## src/rtl/ucs_pkg.sv

```systemverilog
package ucs_pkg;
  typedef enum logic [1:0] {
    ST_IDLE = 2'd0,
    ST_LOOK = 2'd1,
    ST_MISS = 2'd2
  } ucs_state_e;
endpackage

```

## src/rtl/ucs_lane_pick.sv

```systemverilog
module ucs_lane_pick #(
  parameter int N  = 16,
  parameter int AW = 8
) (
  input  logic [N-1:0]         pend,
  input  logic [N-1:0][AW-1:0] addr,
  output logic                 any,
  output logic [AW-1:0]        lead,
  output logic [N-1:0]         match
);
  logic found;

  always_comb begin
    lead  = '0;
    found = 1'b0;
    for (int i = 0; i < N; i++) begin
      if (pend[i] && !found) begin
        lead  = addr[i];
        found = 1'b1;
      end
    end
  end

  assign any = |pend;

  for (genvar g = 0; g < N; g++) begin : g_cmp
    assign match[g] = pend[g] && (addr[g] == lead);
  end
endmodule

```

## src/rtl/ucs_cache.sv

```systemverilog
module ucs_cache #(
  parameter int AW    = 8,
  parameter int DW    = 32,
  parameter int LINES = 16
) (
  input  logic          clk,
  input  logic          rst_n,
  input  logic [AW-1:0] lk_addr,
  output logic          lk_hit,
  output logic [DW-1:0] lk_data,
  input  logic          fill_en,
  input  logic [AW-1:0] fill_addr,
  input  logic [DW-1:0] fill_data
);
  localparam int IW = $clog2(LINES);
  localparam int TW = AW - IW;

  logic [LINES-1:0] vld_q;
  logic [TW-1:0]    tag_q [LINES];
  logic [DW-1:0]    dat_q [LINES];

  logic [IW-1:0] lk_idx, fl_idx;
  assign lk_idx  = lk_addr[IW-1:0];
  assign fl_idx  = fill_addr[IW-1:0];
  assign lk_hit  = vld_q[lk_idx] && (tag_q[lk_idx] == lk_addr[AW-1:IW]);
  assign lk_data = dat_q[lk_idx];

  always_ff @(posedge clk or negedge rst_n) begin
    if (!rst_n) begin
      vld_q <= '0;
      for (int i = 0; i < LINES; i++) begin
        tag_q[i] <= '0;
        dat_q[i] <= '0;
      end
    end else if (fill_en) begin
      vld_q[fl_idx] <= 1'b1;
      tag_q[fl_idx] <= fill_addr[AW-1:IW];
      dat_q[fl_idx] <= fill_data;
    end
  end
endmodule

```

## src/rtl/ucs_top.sv

```systemverilog
module ucs_top
  import ucs_pkg::*;
#(
  parameter int LANES   = 32,
  parameter int AW      = 8,
  parameter int DW      = 32,
  parameter int LINES   = 16,
  parameter int MEM_LAT = 8
) (
  input  logic                    clk,
  input  logic                    rst_n,
  input  logic                    req_valid,
  output logic                    req_ready,
  input  logic [LANES-1:0]        req_active,
  input  logic [LANES-1:0][AW-1:0] req_addr,
  output logic [LANES-1:0][DW-1:0] resp_data,
  output logic                    done,
  output logic                    mem_req,
  output logic [AW-1:0]           mem_addr,
  input  logic [DW-1:0]           mem_rdata
);
  localparam int HALF = LANES / 2;
  localparam int CW   = $clog2(MEM_LAT + 1);
  localparam logic [CW-1:0] CNT_END = CW'(MEM_LAT - 1);

  ucs_state_e               state_q;
  logic                     half_q;
  logic [LANES-1:0]         pend_q;
  logic [LANES-1:0][AW-1:0] addr_q;
  logic [LANES-1:0][DW-1:0] resp_q;
  logic                     done_q;
  logic [CW-1:0]            cnt_q;

  logic [HALF-1:0]          pend_h, match_h;
  logic [HALF-1:0][AW-1:0]  addr_h;
  logic                     any_h, hit;
  logic [AW-1:0]            lead;
  logic [DW-1:0]            cache_data, dval;
  logic                     miss_end, deliver;
  logic [LANES-1:0]         match_full;

  assign pend_h = half_q ? pend_q[LANES-1:HALF] : pend_q[HALF-1:0];
  assign addr_h = half_q ? addr_q[LANES-1:HALF] : addr_q[HALF-1:0];

  ucs_lane_pick #(.N(HALF), .AW(AW)) u_pick (
    .pend (pend_h),
    .addr (addr_h),
    .any  (any_h),
    .lead (lead),
    .match(match_h)
  );

  assign miss_end = (state_q == ST_MISS) && (cnt_q == CNT_END);

  ucs_cache #(.AW(AW), .DW(DW), .LINES(LINES)) u_cache (
    .clk      (clk),
    .rst_n    (rst_n),
    .lk_addr  (lead),
    .lk_hit   (hit),
    .lk_data  (cache_data),
    .fill_en  (miss_end),
    .fill_addr(lead),
    .fill_data(mem_rdata)
  );

  assign deliver    = ((state_q == ST_LOOK) && any_h && hit) || miss_end;
  assign dval       = miss_end ? mem_rdata : cache_data;
  assign match_full = half_q ? {match_h, {HALF{1'b0}}} : {{HALF{1'b0}}, match_h};

  always_ff @(posedge clk or negedge rst_n) begin
    if (!rst_n) begin
      state_q <= ST_IDLE;
      half_q  <= 1'b0;
      pend_q  <= '0;
      addr_q  <= '0;
      resp_q  <= '0;
      done_q  <= 1'b0;
      cnt_q   <= '0;
    end else begin
      done_q <= 1'b0;
      case (state_q)
        ST_IDLE: begin
          if (req_valid) begin
            addr_q  <= req_addr;
            pend_q  <= req_active;
            resp_q  <= '0;
            half_q  <= 1'b0;
            state_q <= ST_LOOK;
          end
        end
        ST_LOOK: begin
          if (!any_h) begin
            if (!half_q) begin
              half_q <= 1'b1;
            end else begin
              done_q  <= 1'b1;
              state_q <= ST_IDLE;
            end
          end else if (!hit) begin
            cnt_q   <= '0;
            state_q <= ST_MISS;
          end
        end
        ST_MISS: begin
          if (miss_end) state_q <= ST_LOOK;
          else          cnt_q   <= cnt_q + 1'b1;
        end
        default: state_q <= ST_IDLE;
      endcase
      if (deliver) begin
        pend_q <= pend_q & ~match_full;
        for (int i = 0; i < LANES; i++) begin
          if (match_full[i]) resp_q[i] <= dval;
        end
      end
    end
  end

  assign req_ready = (state_q == ST_IDLE);
  assign resp_data = resp_q;
  assign done      = done_q;
  assign mem_req   = (state_q == ST_MISS);
  assign mem_addr  = lead;
endmodule

```

## config.mk

```make
export PLATFORM = sky130hd
export DESIGN_NAME = ucs_top
export DESIGN_NICKNAME = d
export VERILOG_FILES = /design/src/rtl/ucs_pkg.sv /design/src/rtl/ucs_lane_pick.sv /design/src/rtl/ucs_cache.sv /design/src/rtl/ucs_top.sv
export SDC_FILE = /design/constraint.sdc
export NUM_CORES = 2
export LEC_CHECK = 0
export BUFFER_PORTS_ARGS = -buffer_cell sky130_fd_sc_hd__clkbuf_2
export CORE_AREA = 2 2 525 527
export DETAILED_ROUTE_END_ITERATION = 10
export DIE_AREA = 0 0 527 529
export HOLD_SLACK_MARGIN = 0.05
export PLACE_DENSITY = 0.6
export SKIP_CTS_REPAIR_TIMING = 1
export SLEW_MARGIN = 40
export SYNTH_ARGS = -nofsm -noshare
export SYNTH_HDL_FRONTEND = slang
export SYNTH_SLANG_ARGS = --single-unit
```

## constraint.sdc

```tcl
create_clock -name clk -period 7.25 [get_ports clk]
set_input_delay 1.45 -clock clk [delete_from_list [all_inputs] [get_ports clk]]
set_output_delay 1.45 -clock clk [all_outputs]
set_load 0.01 [all_outputs]
```

======== Word level (Yosys, flattened, before mapping) ========
Cells that the tools add are included.
word-level totals
  register bits ........................... 1912
  bits in latches ......................... 0
  bits in writable memories ............... 0
  ROM bits ................................ 0
  input bits .............................. 323
  word-level logic and storage cells ...... 308
  memories kept ........................... 0
operators by class
  $add $sub $neg .......................... 1
  multipliers ............................. 0
  div/mod/pow operators ................... 0
  $lt $le $gt $ge ......................... 4
  eq/ne operators ......................... 28
  shift-type cells ........................ 0
  mux-type cells .......................... 105
  bitwise logic cells ..................... 4
  reduce and logical (&&, ||, !) cells .... 64
operator list
  cell                number
  $mux 1024           3
  $mux 32             40
  $bwmux 512          1
  $bmux 32 s4         1
  $demux 32 s4        1
  $eq 8x8->1          16
  $mux 128            1
  $mux 8              16
  $bwmux 64           1
  $logic_and 1x1->1   37
  $and 32x32->32      1
  $not 32->32         1
  $mux 4              6
  $mux 1              22
  $bmux 4 s4          1
  $demux 4 s4         1
  $mux 16             1
  $or 16x16->16       1
  $reduce_or 16->1    1
  $logic_not 1->1     15
  $mux 2              5
  $ne 2x2->1 const B  5
  $pmux 4 s2          1
  $reduce_and 4->1    2
  other kinds (21)    26

======== Logic depth before layout (Yosys ltp) ========
  depth after elaboration ................. 57
  depth in mapped cells ................... 26

======== Modules after synthesis ========
A second synthesis with hierarchy kept.
second synthesis, totals
  cells, all modules ...................... 5527
  area total of the unflattened synthesis .. 80778.7 µm²
modules (own cells, without submodules)
  module         times used  cells each  area an instance (µm²)
  ucs_top        1           3383        50653.6
  ucs_cache      1           1538        26356.5
  ucs_lane_pick  1           606         3768.6

======== Worst setup path after synthesis ========
Ideal clock, no wire load.
  path kind ............................... flip-flop to output port
  start ................................... register half_q
  end ..................................... output mem_addr[7]
  arrival time ............................ 3.945 ns
  required time ........................... 5.800 ns
  setup slack ............................. 1.855 ns
  cell stages (with the launch flop) ...... 19
  path buffers ............................ 12
  cells stage by stage .................... dfrtp_1 buf_2 buf_6 buf_6 buf_6 buf_4 buf_6 buf_4 buf_2 buf_4 a211oi_1 a211oi_1 a2bb2oi_1 nor3_1 o2bb2ai_1 a21boi_1 buf_2 clkbuf_1 clkbuf_1
on the way
  word-level cells in the longest chain between the ends .. 47
  elaborated cells between the ends (all ways) .. 63
  those cells by class .................... 33 x mux; 30 x reduce/logical
ends and longest elaborated chain
  what                    RTL line             RTL
  from (decl)             ucs_top.sv:27        logic half_q;
  from (signal assigned)  ucs_top.sv:73        half_q <= 1'b0;
  from (signal assigned)  ucs_top.sv:87        half_q <= 1'b0;
  from (signal assigned)  ucs_top.sv:94        half_q <= 1'b1;
  $mux 16                 ucs_top.sv:42        assign pend_h = half_q ? pend_q[LANES-1:HALF] : pend_q[HALF-1:0];
  $mux 1                  ucs_lane_pick.sv:17  if (pend[i] && !found) begin
  $logic_not 1->1         ucs_lane_pick.sv:17
  $logic_and 1x1->1       ucs_lane_pick.sv:17
  $mux 1                  ucs_lane_pick.sv:17
  $logic_not 1->1         ucs_lane_pick.sv:17
  $logic_and 1x1->1       ucs_lane_pick.sv:17
  $mux 1                  ucs_lane_pick.sv:17
  [... 31 more ...]       n/a
  $logic_and 1x1->1       ucs_lane_pick.sv:17
  $mux 1                  ucs_lane_pick.sv:17
  $logic_not 1->1         ucs_lane_pick.sv:17
  $logic_and 1x1->1       ucs_lane_pick.sv:17
  $mux 1                  ucs_lane_pick.sv:17
  $logic_not 1->1         ucs_lane_pick.sv:17
  $logic_and 1x1->1       ucs_lane_pick.sv:17
  $mux 8 (*)              ucs_lane_pick.sv:17
  to (decl)               ucs_top.sv:19        output logic [AW-1:0] mem_addr,
Every way passes the cells marked *; elsewhere a longest branch is shown, timed or not.

======== Worst setup path after layout ========
  start ................................... register half_q
  end ..................................... output mem_addr[2]
Same word-level chain as after synthesis.

==> flow_summary_export.csv <==
group,metric,value,unit
status,status,"finished, final reports clean",
setup_path,arrival,5.61,ns
route,drc,0,
sta,finalSetupTns,0,ns
global_route,grt_pass1_vias,71210,
setup_path,crit_top_cell,"buf_4",
global_route,grt-ovfl-total,0,
route,num_vias,72619,
sta,hold_ws,0.327,ns
die,fp.dieW,527,um
layout,area_growth_syn_to_layout,22.5,%
yosys,yosysSeqAreaShare,0.557,
setup_path,critPathMaxFanout,42,
clock_network,numCtsBuffers,216,
setup_path,critPathLaunch,"half_q",
placed_design,dp_cells,13280,
setup_path,rr_startpoint,"half_q",
route,wl,382000,um
clock_network,clockBufferDepth,4,
route,ant_nets,0,
die,die_h,529,um
yosys,ys_warn_count,0,
job,drv_cap,0,
setup_path,slowest_stage,"a222oi_1",
die,rows,192,
global_route,groute.usage.overall,0.264,
sta,setup_viol,0,
yosys,ys_types,96,
sta,worst_pin_slew,0.934,ns
die,coreArea,273000,um^2
route,first_iter_violations,7772,
setup_path,slowest_delay,0.72,ns
min_path,hp-class,"input port to async pin",
yosys,synthesis.area,85900,um^2
sta,fin_ws,0.190,ns
yosys,synth_edf_count,0,
yosys,ys.flop_type,"dfrtp_1",
setup_path,critical_path_buf_inv_count,4,
placed_design,dp_slack,0.496,ns
global_route,grt_max_degree,207,
setup_path,worstPathCellList,"mux2i_1, a21oi_1, a222oi_1, o22ai_1, a211oi_2, a311oi_2, or2_1, buf_4, inv_4, buf_4, clkbuf_2",
route,avgViaCountPerCell,5.30,
setup_path,path_delay_family,"compound AO/OA/AOI/OAI gates",
global_route,grt_pass1_wl,535000,um
clock_network,cts_tree,"built",
sta,min_period_over_period,0.974,
route,post_drt_wl_per_cell,27.8,um
sta,rsz0062_at_grt,"no",
die,pin_count,1358,
sta,fin_skew,0.105,ns
layout,nets,10241,
placed_design,hpwlAfterDp,256000,um
clock_network,cts.root.buffer_cell,"clkbuf_16",
layout,layout_commonest_cell,"nand2_1",
clock_network,clock_sinks,1912,
sta,max-slew-margin-rel,0.378,
die,die_area,279000,um^2
clock_network,htreeDepth,4,
layout,finalNonFillerCells,13711,
layout,final_cell_mix,"nand2_1 (3,712), dfrtp_1 (1,911), clkbuf_2 (1,356), mux2i_1 (1,160), clkbuf_16 (217)",
yosys,postSynth.asyncResetShare,1.00,
placed_design,port_buffers,1357,
sta,period_needed,7.06,ns
placed_design,gp_congestion,0.934,
yosys,synth_cells,8830,
layout,fillers,26817,
setup_path,start_kind,"register",
die,start_util,0.315,
sta,fmax,0.142,GHz
clock_network,clkTransAtPathRegs,0.06,ns
yosys,synth_fp_nets,9154,
clock_network,insertion_delay,0.93,ns
yosys,syn_avg_cell_area,9.73,um^2
yosys,ys_ff_latch,1912,
setup_path,cp-end-kind,"primary output",
global_route,antenna_found_initial,64,
route,dr.pass1.iters,7,
layout,layout-drive-gt1-share,0.222,
setup_path,criticalPathCategory,"register to primary output",
setup_path,required,5.80,ns
sta,hold_violations,0,
sta,final_max_slew_viol_count,0,
kinds of logic (layout without fill, tap and decap cells):
group,count (synthesis),in the layout,share of synthesized area
and+or+nand+nor,4132,4132,0.191
AOI/OAI and AO/OA,603,603,0.0476
muxes,1314,1314,0.155
xor gates and xnor gates,113,113,0.0115
adders and majority gates,1,1,0.000146
other,0,27,0
DFF,1912,1912,0.557
buffers and inverters,755,2020,0.0371
Yosys cell counts, types with 37 or more instances:
master / number / area share
a21oi_1: 130 / 0.0076
a22oi_1: 47 / 0.0041
a311oi_1: 66 / 0.0067
a31oi_1: 79 / 0.0058
and3_1: 139 / 0.010
buf_2: 85 / 0.0050
buf_4: 37 / 0.0032
clkbuf_1: 561 / 0.025
dfrtp_1: 1912 / 0.56
mux2_2: 150 / 0.020
mux2i_1: 1164 / 0.14
nand2_1: 3717 / 0.16
nor2_1: 61 / 0.0027
o21ai_0: 77 / 0.0045
xnor2_1: 106 / 0.011
state kept, by name, indices dropped and copies added (netlist names):
register / count
resp_data: 1024
u_cache.dat_q: 512
addr_q: 256
u_cache.tag_q: 64
pend_q: 32
u_cache.vld_q: 16
cnt_q: 4
state_q: 2
done: 1
half_q: 1
routing by layer:
layer  up-vias  wire length (um)  GRT usage  part of all wire
met2      3707            170000      0.403              0.45
met5         -               216          0           0.00057
met4        34             24600      0.152             0.064
li1      31105                 -          -                 -
met1     36848            153000      0.343              0.40
met3       925             33600     0.0615             0.088
worst paths after layout:
check	to	slack [ns]	cells past startpoint
max	mem_addr[2]	0.19	11
max in group asynchronous	resp_data[45]	4.68	5
max reg2reg	resp_data[901]	0.36	18
min	resp_data[566]	0.33	1
min in group clk	u_cache.vld_q[1]	0.47	1
min reg2reg	u_cache.vld_q[1]	0.47	1
stage by stage:
step           cell area [um^2]   util
2_1_floorplan             85900      -
3_3_place_gp              97100  0.356
3_5_place_dp              97500  0.357
4_1_cts                  105000  0.384
5_1_grt                  105000  0.385
6_report                 105000  0.385
layout make-up:
cell class	instances	area (um^2)	share of cell area
multi-input cells	6163	35500	0.337
diodes	27	67.6	0.000642
clock buffers	304	6220	0.0591
flip-flops and latches	1912	47800	0.455
well taps	3589	4490	0.0427
clock inverters	92	1230	0.0117
inverters	24	103	0.000975
repair buffers	1600	9770	0.0928
worst reg2reg max path, stage by stage, from the launching register on:
cell and delay [ns]:
dfrtp_4 0.66, or4_1 0.78, a21oi_1 0.67, a222oi_1 0.37, o22ai_1 0.30, a211oi_2 0.10, a311oi_2 0.39, or2_1 0.19
buf_4 0.25, inv_4 0.21, a2111oi_0 0.49, nor4_1 0.17, xnor2_1 0.18, nand4bb_1 0.30, o31a_2 0.54, buf_4 0.27
nor2_4 0.13, buf_4 0.44, mux2i_1 0.39
Power is left out: the tool's default activity adds up to more than one toggle a clock period on the data nets, which glitch-free logic cannot reach.
